[src/rtl/dispbus_pkg.sv]
package dispbus_pkg;

  localparam int CNT_W = 5;

  typedef enum logic [1:0] {
    PH_IDLE   = 2'd0,
    PH_SETUP  = 2'd1,
    PH_STROBE = 2'd2,
    PH_HOLD   = 2'd3
  } phase_t;

  typedef struct packed {
    logic [2:0]       rsvd;
    logic             swap;
    logic [CNT_W-1:0] setup;
    logic [CNT_W-1:0] hold;
    logic [CNT_W-1:0] width;
    logic             ack_async;
    logic             ack_sync;
    logic [3:0]       slave;
    logic [2:0]       regsel;
    logic             auto_inc;
    logic             pack;
    logic [1:0]       bsize;
  } mode_t;

  function automatic logic [2:0] xfer_bytes(input mode_t m);
    if (m.pack || (m.bsize == 2'd0)) return 3'd4;
    return {1'b0, m.bsize};
  endfunction

  function automatic logic [31:0] bswap32(input logic [31:0] w);
    return {w[7:0], w[15:8], w[23:16], w[31:24]};
  endfunction

  function automatic logic [31:0] align_read(input logic [31:0] acc,
                                             input logic [2:0]  n,
                                             input logic        swap);
    logic [31:0] t;
    case (n)
      3'd1:    t = {acc[7:0], 24'h0};
      3'd2:    t = {acc[15:0], 16'h0};
      3'd3:    t = {acc[23:0], 8'h0};
      default: t = acc;
    endcase
    return swap ? bswap32(t) : t;
  endfunction

endpackage

[src/rtl/dispbus_seq.sv]
module dispbus_seq
  import dispbus_pkg::*;
#(
  parameter int ACK_TIMEOUT = 64
) (
  input  logic             clk,
  input  logic             rst_n,
  input  logic             start,
  input  logic [CNT_W-1:0] setup_cnt,
  input  logic [CNT_W-1:0] width_cnt,
  input  logic [CNT_W-1:0] hold_cnt,
  input  logic [2:0]       nbytes,
  input  logic             ack_async,
  input  logic             bus_ack,
  output phase_t           phase,
  output logic             strobe_exit,
  output logic             byte_done,
  output logic             xfer_done,
  output logic             abort
);

  localparam int WT_W = $clog2(ACK_TIMEOUT + 1);

  phase_t           ph_q;
  logic [CNT_W-1:0] cnt_q;
  logic [WT_W-1:0]  wait_q;
  logic [2:0]       bidx_q;
  logic             width_met;
  logic             last_byte;

  always_comb begin
    width_met   = (cnt_q >= width_cnt);
    last_byte   = (bidx_q == (nbytes - 3'd1));
    strobe_exit = (ph_q == PH_STROBE) && width_met && (!ack_async || bus_ack);
    abort       = (ph_q == PH_STROBE) && width_met && ack_async && !bus_ack &&
                  (wait_q == WT_W'(ACK_TIMEOUT - 1));
    byte_done   = (ph_q == PH_HOLD) && (cnt_q == hold_cnt);
    xfer_done   = byte_done && last_byte;
  end

  always_ff @(posedge clk) begin
    if (!rst_n) begin
      ph_q   <= PH_IDLE;
      cnt_q  <= '0;
      wait_q <= '0;
      bidx_q <= '0;
    end else begin
      unique case (ph_q)
        PH_IDLE: begin
          if (start) begin
            ph_q   <= PH_SETUP;
            cnt_q  <= '0;
            bidx_q <= '0;
          end
        end
        PH_SETUP: begin
          if (cnt_q == setup_cnt) begin
            ph_q   <= PH_STROBE;
            cnt_q  <= '0;
            wait_q <= '0;
          end else begin
            cnt_q <= cnt_q + 1'b1;
          end
        end
        PH_STROBE: begin
          if (abort) begin
            ph_q <= PH_IDLE;
          end else if (strobe_exit) begin
            ph_q  <= PH_HOLD;
            cnt_q <= '0;
          end else if (!width_met) begin
            cnt_q <= cnt_q + 1'b1;
          end else begin
            wait_q <= wait_q + 1'b1;
          end
        end
        PH_HOLD: begin
          if (byte_done) begin
            cnt_q <= '0;
            if (last_byte) begin
              ph_q <= PH_IDLE;
            end else begin
              ph_q   <= PH_SETUP;
              bidx_q <= bidx_q + 1'b1;
            end
          end else begin
            cnt_q <= cnt_q + 1'b1;
          end
        end
        default: ph_q <= PH_IDLE;
      endcase
    end
  end

  assign phase = ph_q;

endmodule

[src/rtl/dispbus_dpath.sv]
module dispbus_dpath
  import dispbus_pkg::*;
(
  input  logic        clk,
  input  logic        rst_n,
  input  logic        start,
  input  logic        is_read,
  input  logic [31:0] wdata,
  input  logic        swap,
  input  logic [2:0]  nbytes,
  input  logic        capture,
  input  logic        shift,
  input  logic        done,
  input  logic [7:0]  bus_din,
  output logic [7:0]  bus_dout,
  output logic [31:0] rdata
);

  logic [31:0] sh_q;
  logic [31:0] rd_q;

  always_ff @(posedge clk) begin
    if (!rst_n) begin
      sh_q <= '0;
      rd_q <= '0;
    end else begin
      if (start) begin
        if (is_read) begin
          sh_q <= '0;
        end else begin
          sh_q <= swap ? bswap32(wdata) : wdata;
          rd_q <= wdata;
        end
      end else begin
        if (capture && is_read) sh_q <= {sh_q[23:0], bus_din};
        if (shift && !is_read)  sh_q <= {sh_q[23:0], 8'h00};
        if (done && is_read)    rd_q <= align_read(sh_q, nbytes, swap);
      end
    end
  end

  assign bus_dout = sh_q[31:24];
  assign rdata    = rd_q;

endmodule

[src/rtl/dispbus_master.sv]
module dispbus_master
  import dispbus_pkg::*;
#(
  parameter int ACK_TIMEOUT = 64
) (
  input  logic        clk,
  input  logic        rst_n,
  input  logic        mode_we,
  input  logic [31:0] mode_wdata,
  input  logic        data_we,
  input  logic [31:0] data_wdata,
  input  logic        data_re,
  output logic [31:0] data_rdata,
  output logic        busy,
  output logic        err,
  output logic [3:0]  bus_slave,
  output logic [2:0]  bus_regsel,
  output logic        bus_rnw,
  output logic        bus_cs,
  output logic [7:0]  bus_dout,
  input  logic [7:0]  bus_din,
  input  logic        bus_ack
);

  localparam logic [3:0] SLAVE_RSVD = 4'hF;

  mode_t      mode_q;
  phase_t     phase;
  logic       rnw_q;
  logic       err_q;
  logic       start_w;
  logic       start_rd_w;
  logic       strobe_exit_w;
  logic       byte_done_w;
  logic       xfer_done_w;
  logic       abort_w;
  logic       async_mode;
  logic [2:0] nbytes_w;
  logic       unused_bits;

  assign busy        = (phase != PH_IDLE);
  assign start_w     = !busy && (data_we || data_re);
  assign start_rd_w  = !data_we;
  assign async_mode  = mode_q.ack_async;
  assign nbytes_w    = xfer_bytes(mode_q);
  assign unused_bits = ^{mode_q.rsvd, mode_q.ack_sync};

  always_ff @(posedge clk) begin
    if (!rst_n) begin
      mode_q <= '0;
      rnw_q  <= 1'b0;
      err_q  <= 1'b0;
    end else begin
      if (mode_we && !busy) mode_q <= mode_t'(mode_wdata);
      else if (byte_done_w && mode_q.auto_inc) mode_q.regsel <= mode_q.regsel + 3'd1;
      if (start_w) begin
        rnw_q <= start_rd_w;
        err_q <= 1'b0;
      end else if (abort_w) begin
        err_q <= 1'b1;
      end
    end
  end

  dispbus_seq #(
    .ACK_TIMEOUT(ACK_TIMEOUT)
  ) u_seq (
    .clk        (clk),
    .rst_n      (rst_n),
    .start      (start_w),
    .setup_cnt  (mode_q.setup),
    .width_cnt  (mode_q.width),
    .hold_cnt   (mode_q.hold),
    .nbytes     (nbytes_w),
    .ack_async  (mode_q.ack_async),
    .bus_ack    (bus_ack),
    .phase      (phase),
    .strobe_exit(strobe_exit_w),
    .byte_done  (byte_done_w),
    .xfer_done  (xfer_done_w),
    .abort      (abort_w)
  );

  dispbus_dpath u_dpath (
    .clk     (clk),
    .rst_n   (rst_n),
    .start   (start_w),
    .is_read (start_w ? start_rd_w : rnw_q),
    .wdata   (data_wdata),
    .swap    (mode_q.swap),
    .nbytes  (nbytes_w),
    .capture (strobe_exit_w),
    .shift   (byte_done_w),
    .done    (xfer_done_w),
    .bus_din (bus_din),
    .bus_dout(bus_dout),
    .rdata   (data_rdata)
  );

  assign err        = err_q;
  assign bus_slave  = mode_q.slave;
  assign bus_regsel = mode_q.regsel;
  assign bus_rnw    = rnw_q;
  assign bus_cs     = (phase == PH_STROBE) && (mode_q.slave != SLAVE_RSVD);

endmodule

[config.mk]
export PLATFORM = sky130hd
export DESIGN_NAME = dispbus_master
export DESIGN_NICKNAME = d
export VERILOG_FILES = /design/src/rtl/dispbus_pkg.sv /design/src/rtl/dispbus_seq.sv /design/src/rtl/dispbus_dpath.sv /design/src/rtl/dispbus_master.sv
export SDC_FILE = /design/constraint.sdc
export NUM_CORES = 1
export LEC_CHECK = 0
export CAP_MARGIN = 5
export CORE_MARGIN = 4
export CORE_UTILIZATION = 53
export DETAILED_ROUTE_END_ITERATION = 6
export GPL_TIMING_DRIVEN = 0
export PLACE_DENSITY = 0.81
export RECOVER_POWER = 25
export SYNTH_ARGS = -nofsm -noshare
export SYNTH_HDL_FRONTEND = slang
export SYNTH_SLANG_ARGS = --single-unit
[constraint.sdc]
create_clock -name clk -period 2.57 [get_ports clk]
set_input_delay 0.514 -clock clk [delete_from_list [all_inputs] [get_ports clk]]
set_output_delay 0.514 -clock clk [all_outputs]
set_load 0.05 [all_outputs]
==> results.py <==
metrics = {
    "clock_tree": {
        "htreeDepth": 3,
        "cts_root_buf": "clkbuf_16",
        "clk_pin_slew_ns": 0.07,
        "clk_latency_ns": 0.38,
        "cts_made_buffers": 9,
        "cts_tree": "built",
        "cts.path.max_buffers": 2,
        "cts.sinks": 111,
    },
    "logic_synthesis": {
        "ys_ff_latch": 111,
        "yosysUniqueCellTypes": 76,
        "syn_area_um2": 6900,
        "synthesis.nets": 932,
        "ys_dominant_reg_cell": "dfxtp_1",
        "syn_inst": 836,
        "synthArstFlopShare_pct": 0,
        "avgSynthCellArea_um2": 8.254,
        "ys_seq_area_share_pct": 32.20,
        "yosysWarnings": 0,
        "synth_edf_count": 0,
    },
    "grt": {
        "track_usage_pct": 33.52,
        "grt_pass1_vias": 6804,
        "gr-total-overflow": 0,
        "grt_max_degree": 20,
        "grt_antenna_before_repair": 0,
        "grt_pass1_wl_um": 38050,
    },
    "pwr": {
        "peakVddDrop_uv": 657.2,
        "power_mw": 9.706,
        "p_leak_nw": 3.364,
        "powerDensity_nw_per_um2": 1078,
    },
    "placed_design": {
        "place.gp.congestion": 0.9986,
        "io_buffers": 124,
        "dp.cells": 1132,
        "hpwlAfterDp_um": 18210,
    },
    "detailed_routing": {
        "met3_length_um": 3155,
        "drcViolationCount": 0,
        "antenna_left": 0,
        "wl_um": 25740,
        "dr.max_layer_used": "met4",
        "first_iter_violations": 1072,
        "post_drt_via_cell_ratio": 6.509,
        "dr_wl_met2_um": 11180,
        "routedWlPerCell_um": 22.19,
        "firstDrtPassIters": 6,
        "vias": 7550,
        "met1_length_um": 10510,
    },
    "worst_setup_path": {
        "critPathMaxFanout": 10,
        "critical_path.endpoint_type": "output port",
        "worstPathRequired_ns": 2.06,
        "worstPathArrival_ns": 2.01,
        "critPathKind": "reg2out",
        "start_kind": "register",
    },
    "sta": {
        "period_minus_slack_ns": 2.529,
        "clock_skew_ns": 0.01316,
        "worst_pin_slew_ns": 0.8252,
        "fin_tns_setup_ns": 0,
        "hold_viol": 0,
        "finalMaxSlewViolations": 0,
        "max_freq_ghz": 0.3954,
        "period_share_pct": 98.40,
        "timing.hold.ws_ns": 0.4506,
        "slew_headroom_pct": 44.98,
        "setup_viol": 0,
    },
    "floorplanning": {
        "die_height_um": 122.1,
        "rows": 41,
        "io_pins": 129,
        "design.core.area_um2": 12670,
        "die_w_um": 122.1,
        "start_util_pct": 54.46,
        "fp.dieArea_um2": 14910,
    },
    "cells_and_area": {
        "post_layout_nonfiller_instances": 1160,
        "fin_nets": 1079,
        "area_delta_synth_final_pct": 30.44,
        "final_common_cell": "nand2_1",
        "final_cell_mix": "nand2_1 (126), dfxtp_1 (109), clkdlybuf4s50_1 (88), a21oi_1 (63), nor2_1 (57)",
        "drive_gt1_share_pct": 17.51,
        "num_antenna_cells": 0,
    },
    "run_status": {
        "status": "complete, no violations",
    },
    "worst_hold_path": {
        "hold_class": "reg2reg",
    },
    "flow_run": {
        "maxCapViolations": 0,
    },
}
[timing repair]
| action | in CTS | in global routing |
|---|---|---|
| gates cloned | 0 | 1 |
| hold buffers | 0 | 0 |
| endpoints found under the setup margin | 34 | 73 |
| buffers inserted | 7 | 7 |
| pin swaps | 9 | 12 |
| gates resized for setup | 27 | 52 |
| hold endpoints to repair | 0 | 0 |
[power by group]
group | total (mW) | internal, mW | switching (mW)
Clock | 1.42 | 0.677 | 0.743
Combinational | 5.58 | 2.03 | 3.55
Sequential | 2.70 | 2.19 | 0.513
[final timing paths]
check                                     start                 to  slack, ns  depth (start not counted)
worst max-delay path             u_seq.phase[0]             bus_cs       0.04                          6
worst min-delay path            u_seq.wait_q[6]    u_seq.wait_q[6]       0.45                          2
worst max register to register        mode_q[2]  u_dpath.rdata[18]       0.07                         12
worst min register to register  u_seq.wait_q[6]    u_seq.wait_q[6]       0.45                          2
[cell families (layout without fill, tap and decap cells)]
| logic type | count (synthesis) | count (layout) | share of synthesized area [%] |
|---|---|---|---|
| simple gates | 296 | 296 | 19.46 |
| compound gates | 250 | 250 | 27.45 |
| flops | 111 | 111 | 32.20 |
| buf+inv | 102 | 254 | 7.217 |
| mux | 45 | 45 | 8.413 |
| fa+ha+maj | 18 | 18 | 3.264 |
| xor+xnor | 14 | 14 | 1.995 |
[layer usage]
| metal | GRT usage (%) | up-vias |
|---|---|---|
| li1 | - | 3394 |
| met1 | 45.92 | 3507 |
| met2 | 51.00 | 568 |
| met3 | 8.032 | 81 |
| met4 | 13.23 | 0 |
| met5 | 0.3472 | - |
[worst max-delay path: stages, from the launching register on]
cell and delay [ns]:
dfxtp_1 0.35, inv_1 0.13, ha_1 0.22, clkbuf_2 0.23, inv_1 0.20, a41oi_1 0.20
buf_2 0.29
[final cells by class]
type / instances / area, um^2
Inverter: 16 / 60.06
Clock inverter: 6 / 53.80
Buffer: 83 / 499.2
Tap cell: 172 / 215.2
Clock buffer: 10 / 229.0
Timing Repair Buffer: 139 / 1378
Fill cell: 1067 / 3670
Multi-Input combinational cell: 623 / 4339
Sequential cell: 111 / 2227
[per-stage QoR]
stage	worst slack, ns	utilization (%)	instance area (um^2)
after CTS	0.01528	69.09	8755
after global routing	-0.02085	71.04	9001
final	0.04112	71.04	9001
after global placement	-0.5737	65.95	8357
after detailed placement	-0.5451	65.95	8357
after floorplan	0.1958	-	6900
[synth_stat cells (8+ instances only)]
master,instances,share of area (%)
a21oi_1,65,4.7
a221oi_1,11,1.4
a22oi_1,8,0.87
a311oi_1,23,2.9
a311oi_2,8,1.7
a31oi_1,9,0.82
and3_1,9,0.82
buf_1,9,0.49
buf_2,17,1.2
buf_4,19,2.1
clkbuf_1,38,2.1
dfxtp_1,111,32
ha_1,18,3.3
inv_1,14,0.76
mux2_2,24,3.9
mux2i_1,13,1.9
mux4_2,8,2.6
nand2_1,126,6.9
nand2b_1,9,0.82
nand3_1,51,3.7
nor2_1,58,3.2
nor3_1,10,0.73
o211a_1,8,1.2
o21ai_0,19,1.4
o21ai_1,12,0.87
o22ai_1,8,0.73
[flip-flops by register name (all words and copies together), names as in the netlist]
signal,flops
bus_rnw,1
u_dpath.rdata,32
mode_q,20
u_dpath.sh_q,32
u_seq.cnt_q,5
err,1
u_seq.wait_q,7
u_seq.phase,2
bus_slave,4
bus_regsel,3
async_mode,1
u_seq.bidx_q,3
No activity file was read; power rests on OpenSTA's default activity.
